[config.mk]
export PLATFORM = sky130hd
export DESIGN_NAME = copy_packetizer
export DESIGN_NICKNAME = d
export VERILOG_FILES = /design/src/rtl/cpk_pkg.sv /design/src/rtl/cpk_classify.sv /design/src/rtl/cpk_chunk.sv /design/src/rtl/cpk_word_fmt.sv /design/src/rtl/copy_packetizer.sv
export SDC_FILE = /design/constraint.sdc
export NUM_CORES = 1
export LEC_CHECK = 0
export BUFFER_PORTS_ARGS = -buffer_cell sky130_fd_sc_hd__buf_2
export CORE_MARGIN = 2
export CORE_UTILIZATION = 30
export CTS_BUF_LIST = sky130_fd_sc_hd__clkbuf_4 sky130_fd_sc_hd__clkbuf_8 sky130_fd_sc_hd__clkbuf_16
export DETAILED_ROUTE_END_ITERATION = 10
export PLACE_DENSITY_LB_ADDON = 0.15
export SYNTH_ARGS = -nofsm -noshare
export SYNTH_HDL_FRONTEND = slang
export SYNTH_HIERARCHICAL = 1
export SYNTH_SLANG_ARGS = --single-unit
[constraint.sdc]
create_clock -name clk_i -period 4 [get_ports clk_i]
set_input_delay 0.4 -clock clk_i [delete_from_list [all_inputs] [get_ports clk_i]]
set_output_delay 0.4 -clock clk_i [all_outputs]
set_load 0.02 [all_outputs]
[src/rtl/cpk_pkg.sv]
package cpk_pkg;
  typedef enum logic {ST_IDLE, ST_SEND} cpk_state_e;
  localparam logic [3:0] CMD_COPY  = 4'h3;
  localparam logic [7:0] SUB_DWORD = 8'h00;
  localparam logic [7:0] SUB_BYTE  = 8'h40;
  localparam int         WORD_W    = 32;
  localparam int         HDR_CNT_W = 20;
endpackage

[src/rtl/cpk_classify.sv]
module cpk_classify #(
  parameter int ADDR_W = 40,
  parameter int LEN_W  = 32
) (
  input  logic [ADDR_W-1:0] dst_i,
  input  logic [ADDR_W-1:0] src_i,
  input  logic [LEN_W-1:0]  len_i,
  output logic              dword_o,
  output logic [LEN_W-1:0]  count_o
);
  always_comb begin
    dword_o = (dst_i[1:0] == 2'b00) && (src_i[1:0] == 2'b00) && (len_i[1:0] == 2'b00);
    count_o = dword_o ? (len_i >> 2) : len_i;
  end
endmodule

[src/rtl/cpk_chunk.sv]
module cpk_chunk #(
  parameter int ADDR_W = 40,
  parameter int LEN_W  = 32,
  parameter int CNT_W  = 20,
  parameter int DW_MAX = 'hFFFF8,
  parameter int BY_MAX = 'hFFFE0
) (
  input  logic [LEN_W-1:0]  remain_i,
  input  logic              dword_i,
  output logic [CNT_W-1:0]  chunk_o,
  output logic              last_o,
  output logic [ADDR_W-1:0] step_o
);
  logic [LEN_W-1:0]  cap;
  logic [ADDR_W-1:0] ext;

  always_comb begin
    cap     = dword_i ? LEN_W'(DW_MAX) : LEN_W'(BY_MAX);
    last_o  = (remain_i <= cap);
    chunk_o = last_o ? remain_i[CNT_W-1:0] : cap[CNT_W-1:0];
    ext     = ADDR_W'(chunk_o);
    step_o  = dword_i ? (ext << 2) : ext;
  end
endmodule

[src/rtl/cpk_word_fmt.sv]
module cpk_word_fmt
  import cpk_pkg::*;
#(
  parameter int ADDR_W = 40,
  parameter int CNT_W  = 20,
  parameter int IDX_W  = 3
) (
  input  logic [IDX_W-1:0]  idx_i,
  input  logic              dword_i,
  input  logic [CNT_W-1:0]  chunk_i,
  input  logic [ADDR_W-1:0] dst_i,
  input  logic [ADDR_W-1:0] src_i,
  output logic [WORD_W-1:0] word_o
);
  localparam int HI_W = ADDR_W - WORD_W;

  logic [HDR_CNT_W-1:0] cnt_f;
  logic [7:0]           sub_f;

  always_comb begin
    cnt_f = HDR_CNT_W'(chunk_i);
    sub_f = dword_i ? SUB_DWORD : SUB_BYTE;
    case (idx_i)
      IDX_W'(0): word_o = {CMD_COPY, sub_f, cnt_f};
      IDX_W'(1): word_o = dst_i[WORD_W-1:0];
      IDX_W'(2): word_o = src_i[WORD_W-1:0];
      IDX_W'(3): word_o = {{(WORD_W-8){1'b0}}, 8'(dst_i[ADDR_W-1:WORD_W])};
      IDX_W'(4): word_o = {{(WORD_W-8){1'b0}}, 8'(src_i[ADDR_W-1:WORD_W])};
      default:   word_o = '0;
    endcase
  end

  logic unused_hi;
  assign unused_hi = ^HI_W;
endmodule

[src/rtl/copy_packetizer.sv]
module copy_packetizer
  import cpk_pkg::*;
#(
  parameter int ADDR_W = 40,
  parameter int LEN_W  = 32,
  parameter int CNT_W  = 20,
  parameter int DW_MAX = 'hFFFF8,
  parameter int BY_MAX = 'hFFFE0
) (
  input  logic              clk_i,
  input  logic              rst_ni,
  input  logic              req_valid_i,
  output logic              req_ready_o,
  input  logic [ADDR_W-1:0] req_dst_i,
  input  logic [ADDR_W-1:0] req_src_i,
  input  logic [LEN_W-1:0]  req_len_i,
  output logic              out_valid_o,
  input  logic              out_ready_i,
  output logic [31:0]       out_word_o,
  output logic              done_o
);
  localparam int PKT_WORDS = 5;
  localparam int IDX_W     = $clog2(PKT_WORDS);
  localparam logic [IDX_W-1:0] IDX_LAST = IDX_W'(PKT_WORDS - 1);

  cpk_state_e        state_q;
  logic [IDX_W-1:0]  idx_q;
  logic [ADDR_W-1:0] dst_q, src_q;
  logic [LEN_W-1:0]  remain_q;
  logic              dword_q, done_q;

  logic              cls_dword;
  logic [LEN_W-1:0]  cls_count;
  logic [CNT_W-1:0]  chunk;
  logic              chunk_last;
  logic [ADDR_W-1:0] step;
  logic              accept, fire;

  cpk_classify #(.ADDR_W(ADDR_W), .LEN_W(LEN_W)) u_classify (
    .dst_i   (req_dst_i),
    .src_i   (req_src_i),
    .len_i   (req_len_i),
    .dword_o (cls_dword),
    .count_o (cls_count)
  );

  cpk_chunk #(
    .ADDR_W(ADDR_W), .LEN_W(LEN_W), .CNT_W(CNT_W),
    .DW_MAX(DW_MAX), .BY_MAX(BY_MAX)
  ) u_chunk (
    .remain_i (remain_q),
    .dword_i  (dword_q),
    .chunk_o  (chunk),
    .last_o   (chunk_last),
    .step_o   (step)
  );

  cpk_word_fmt #(.ADDR_W(ADDR_W), .CNT_W(CNT_W), .IDX_W(IDX_W)) u_fmt (
    .idx_i   (idx_q),
    .dword_i (dword_q),
    .chunk_i (chunk),
    .dst_i   (dst_q),
    .src_i   (src_q),
    .word_o  (out_word_o)
  );

  assign req_ready_o = (state_q == ST_IDLE);
  assign out_valid_o = (state_q == ST_SEND);
  assign done_o      = done_q;
  assign accept      = req_valid_i & req_ready_o;
  assign fire        = out_valid_o & out_ready_i;

  always_ff @(posedge clk_i or negedge rst_ni) begin
    if (!rst_ni) begin
      state_q  <= ST_IDLE;
      idx_q    <= '0;
      dst_q    <= '0;
      src_q    <= '0;
      remain_q <= '0;
      dword_q  <= 1'b0;
      done_q   <= 1'b0;
    end else begin
      done_q <= 1'b0;
      case (state_q)
        ST_IDLE: begin
          if (accept) begin
            dst_q    <= req_dst_i;
            src_q    <= req_src_i;
            dword_q  <= cls_dword;
            remain_q <= cls_count;
            idx_q    <= '0;
            if (cls_count == '0) done_q  <= 1'b1;
            else                 state_q <= ST_SEND;
          end
        end
        ST_SEND: begin
          if (fire) begin
            if (idx_q == IDX_LAST) begin
              idx_q    <= '0;
              dst_q    <= dst_q + step;
              src_q    <= src_q + step;
              remain_q <= remain_q - LEN_W'(chunk);
              if (chunk_last) begin
                state_q <= ST_IDLE;
                done_q  <= 1'b1;
              end
            end else begin
              idx_q <= idx_q + 1'b1;
            end
          end
        end
        default: state_q <= ST_IDLE;
      endcase
    end
  end
endmodule

==> results.py <==
metrics = {
    "place": {
        "post-place-ws_ps": -448,
        "dp.final_hpwl_mm": 40.9,
        "io_buffer_count": 150,
        "place.detailed.instances": 2487,
        "weighted_congestion_at_the_end_of_routability_driven_global_placement": 0.952,
    },
    "final_layout": {
        "areaGrowthSynthToFinish_pct": 39.3,
        "layout_common_cells": "sky130_fd_sc_hd__buf_4, sky130_fd_sc_hd__nand2_1, sky130_fd_sc_hd__buf_2",
        "fin_cells": 2550,
        "final_layout_net_count": 2222,
        "antenna_cells": 0,
        "final_common_cell": "sky130_fd_sc_hd__buf_4",
        "layout-drive-gt1-share": 0.357,
    },
    "synth": {
        "ys.flop_type": "sky130_fd_sc_hd__dfrtp_1",
        "synthesized_area_fraction_occupied_by_ao_oa_aoi_and_oai_cells": 0.244,
        "async_flop_share": 1.00,
        "multiplexer_fraction_of_the_synthesized_cell_area": 0.114,
        "mappedNetlistArea_mm2": 0.0129,
        "post_synth_fa_ha_maj_area_fraction": 0.104,
        "simple_gate_share_of_the_synthesized_area": 0.190,
        "synth_top_family_by_area": "compound AO/OA/AOI/OAI gates",
        "yosysWarnings": 6,
        "area_share_of_xor_xnor_cells_in_the_synthesized_design": 0.0577,
        "synth-edff-count": 0,
        "yosysUniqueCellTypes": 81,
        "synth_seq_area_share": 0.229,
        "ys_ff_latch": 118,
        "post_synth_inst_count": 1616,
        "syn_area_per_cell_um2": 7.98,
    },
    "run": {
        "maxCapViolCount": 0,
    },
    "cts": {
        "cts_max_level": 4,
        "clk-insertion-delay-late_ps": 440,
        "clock_path_buffers": 2,
        "cts_buffers": 17,
        "clkTransAtPathRegs_ps": 60,
        "cts-hold-fix-buffers": 0,
        "cts_tree": "yes",
        "cts.root.buffer_cell": "sky130_fd_sc_hd__clkbuf_16",
        "cts_sinks": 118,
    },
    "timing": {
        "fin_tns_setup_ps": -333,
        "final_min_period_over_clock_period": 1.01,
        "layout_min_cycle_time_ps": 4050,
        "hold_viol": 0,
        "setup_viol_count_final": 13,
        "worst_slew_margin_rel": 0.264,
        "hold_slack_ps": 46.7,
        "maxClockFrequency_mhz": 247,
        "timing_worst_slew_pin_value_ps": 1100,
        "final.setup.worst_slack_ps": -54.9,
        "skew_ps": 12.2,
        "grt_setup_unrepaired": "true",
        "final-max-slew-violation-count": 0,
    },
    "floorplan": {
        "die_y_um": 211,
        "die_w_um": 211,
        "count_of_boundary_i_o_pins": 151,
        "design.die.area_mm2": 0.0447,
        "core_region_area_mm2": 0.0422,
        "initial_cell_density_of_the_core": 0.305,
        "fp-row-count": 75,
    },
    "setup_path": {
        "endpoint_kind": "flip-flop",
        "critical_path.reg2reg.startpoint": "dword_q",
        "ff2ff_setup_slack_ps": -50,
        "crit-reg2reg-capture": "src_q[24]",
        "reg2regPathDepth": 22,
        "crit_arrival_ps": 4420,
        "critical_path.max_fanout": 8,
        "required_ps": 4360,
        "start_kind": "flip-flop",
        "worstSetupPathType": "flip-flop to flip-flop",
    },
    "route": {
        "drt-initial-drc-count": 880,
        "drt-total-wl_mm": 52.9,
        "routed_via_density": 5.33,
        "avgRoutedWirePerCell_um": 20.7,
        "antenna_left": 0,
        "num_vias": 13600,
        "detailed_routing_iteration_count_for_the_pre_antenna_repair_pass": 5,
        "drc_errors_left": 0,
    },
    "global_routing": {
        "number_of_antenna_violations_at_the_first_check_in_global_routing": 1,
        "first_global_vias": 13400,
        "total_overflow_reported_by_the_global_router": 0,
        "grt_pass1_wl_mm": 80.0,
        "pin_count_of_the_biggest_net_entering_global_routing": 57,
        "globalRouteTotalUtil": 0.235,
    },
    "run_status": {
        "status": "complete, but fails checks",
        "violations": "negative setup slack",
    },
    "pwr": {
        "power_density_mw_per_mm2": 911,
        "total_power_mw": 16.4,
        "vdd_drop_max_mv": 0.308,
        "p_leak_nw": 8.77,
    },
    "hold_path": {
        "worstHoldPathType": "input pin to asynchronous set/reset pin",
    },
}
worst max-delay path by stage:
stage                    to         start  cells after the start
2_1_floorplan     src_q[36]       dword_q                     21
3_3_place_gp      src_q[31]  remain_q[25]                     18
3_5_place_dp      src_q[31]  remain_q[25]                     18
4_1_cts        remain_q[31]  remain_q[22]                     20
5_1_grt           dst_q[22]       dword_q                     21
6_report          src_q[24]       dword_q                     22
report_power, final:
group | total, mW | leakage, nW | internal (mW) | switching [mW]
sequential | 2.49 | 1.45 | 1.73 | 0.758
combinational | 12.4 | 7.04 | 5.75 | 6.61
clock | 1.53 | 0.282 | 0.925 | 0.601
Yosys cell counts (5+ instances only):
| master | n | share of area |
|---|---|---|
| sky130_fd_sc_hd__buf_4 | 20 | 0.012 |
| sky130_fd_sc_hd__a221o_1 | 9 | 0.0070 |
| sky130_fd_sc_hd__mux2_2 | 8 | 0.0070 |
| sky130_fd_sc_hd__or2_0 | 5 | 0.0024 |
| sky130_fd_sc_hd__a211o_1 | 5 | 0.0034 |
| sky130_fd_sc_hd__nand2b_1 | 22 | 0.011 |
| sky130_fd_sc_hd__xnor2_1 | 61 | 0.041 |
| sky130_fd_sc_hd__a211oi_1 | 9 | 0.0052 |
| sky130_fd_sc_hd__o21bai_1 | 24 | 0.014 |
| sky130_fd_sc_hd__mux2i_1 | 92 | 0.071 |
| sky130_fd_sc_hd__nor3_1 | 19 | 0.0074 |
| sky130_fd_sc_hd__o31ai_1 | 8 | 0.0047 |
| sky130_fd_sc_hd__a311oi_1 | 6 | 0.0041 |
| sky130_fd_sc_hd__and2_1 | 9 | 0.0044 |
| sky130_fd_sc_hd__mux2_4 | 31 | 0.036 |
| sky130_fd_sc_hd__o22ai_1 | 12 | 0.0058 |
| sky130_fd_sc_hd__ha_1 | 102 | 0.099 |
| sky130_fd_sc_hd__a21o_1 | 59 | 0.034 |
| sky130_fd_sc_hd__inv_1 | 59 | 0.017 |
| sky130_fd_sc_hd__o21ai_1 | 10 | 0.0039 |
| sky130_fd_sc_hd__nor2_1 | 115 | 0.033 |
| sky130_fd_sc_hd__clkbuf_1 | 58 | 0.017 |
| sky130_fd_sc_hd__dfrtp_1 | 118 | 0.23 |
| sky130_fd_sc_hd__a31oi_1 | 9 | 0.0044 |
| sky130_fd_sc_hd__and3_1 | 30 | 0.015 |
| sky130_fd_sc_hd__buf_6 | 9 | 0.0079 |
| sky130_fd_sc_hd__or2_2 | 14 | 0.0068 |
| sky130_fd_sc_hd__o211ai_1 | 8 | 0.0047 |
| sky130_fd_sc_hd__buf_2 | 6 | 0.0023 |
| sky130_fd_sc_hd__nand4_1 | 25 | 0.012 |
| sky130_fd_sc_hd__a21oi_1 | 170 | 0.066 |
| sky130_fd_sc_hd__xor2_1 | 24 | 0.016 |
| sky130_fd_sc_hd__nor3b_1 | 5 | 0.0029 |
| sky130_fd_sc_hd__o21a_1 | 15 | 0.0087 |
| sky130_fd_sc_hd__nor2b_1 | 20 | 0.0097 |
| sky130_fd_sc_hd__nand3_1 | 30 | 0.012 |
| sky130_fd_sc_hd__buf_1 | 8 | 0.0023 |
| sky130_fd_sc_hd__or3_1 | 7 | 0.0034 |
| sky130_fd_sc_hd__o31a_1 | 5 | 0.0034 |
| sky130_fd_sc_hd__a21boi_0 | 5 | 0.0029 |
| sky130_fd_sc_hd__nand2_1 | 179 | 0.052 |
| sky130_fd_sc_hd__o21ai_0 | 103 | 0.040 |
| sky130_fd_sc_hd__nor4_1 | 15 | 0.0073 |
| sky130_fd_sc_hd__a22oi_1 | 12 | 0.0070 |
per-stage QoR:
step,area (µm²),util
2_1_floorplan,13000,-
3_3_place_gp,15900,0.377
3_5_place_dp,15900,0.377
4_1_cts,17400,0.411
5_1_grt,18000,0.426
6_report,18000,0.426
what timing repair did:
item	4_1_cts	5_1_grt
gates cloned	3	0
endpoints found under the setup margin	59	67
setup buffers	24	14
gates resized for setup	135	114
pin swaps	57	81
per-layer routing:
metal	share of wire	track usage
met1	0.48	0.333
met2	0.47	0.387
met3	0.036	0.0233
met4	0.012	0.0534
met5	0.00013	0
state kept, by name, summed over array words and instances (netlist names):
signal and count:
out_valid_o 1, done_o 1, idx_q 3, dword_q 1, src_q 40, dst_q 40
remain_q 32
cells by family (layout without fill, tap and decap cells):
kind of cell / Yosys count / after routing
AND/OR/NAND/NOR: 512 / 512
AO/OA/AOI/OAI: 499 / 499
buffers and inverters: 165 / 543
multiplexers: 131 / 131
flip-flops: 118 / 118
adder cells (fa/ha/maj): 105 / 105
XOR/XNOR: 85 / 85
other: 1 / 18
critical path: stages (launching register included):
cell                       delay [ps]
sky130_fd_sc_hd__dfrtp_1          400
sky130_fd_sc_hd__ha_4             270
sky130_fd_sc_hd__nor4b_4          170
sky130_fd_sc_hd__nand2_1          120
sky130_fd_sc_hd__a41oi_4          210
sky130_fd_sc_hd__buf_12           160
sky130_fd_sc_hd__and3_4           190
sky130_fd_sc_hd__buf_4            120
sky130_fd_sc_hd__ha_4             130
sky130_fd_sc_hd__inv_2             30
sky130_fd_sc_hd__fa_2             360
sky130_fd_sc_hd__nor2b_4          140
sky130_fd_sc_hd__o21ai_2           80
sky130_fd_sc_hd__a21boi_2         200
sky130_fd_sc_hd__o31ai_4           90
sky130_fd_sc_hd__o211ai_1         170
sky130_fd_sc_hd__buf_4            160
sky130_fd_sc_hd__buf_6             90
sky130_fd_sc_hd__nand3b_1         160
sky130_fd_sc_hd__a21boi_1         220
sky130_fd_sc_hd__o21ai_2           80
sky130_fd_sc_hd__mux2_4           300
sky130_fd_sc_hd__o21ai_1          100
cell type report:
| cell class | instances | area [µm²] |
|---|---|---|
| clock inverters | 5 | 50.0 |
| fillers | 4310 | 24300 |
| flip-flops and latches | 118 | 2960 |
| inverters | 60 | 233 |
| well taps | 539 | 674 |
| multi-input cells | 1350 | 10400 |
| clock buffers | 24 | 503 |
| repair buffers | 454 | 3150 |
No activity file was read; power rests on OpenSTA's default activity.
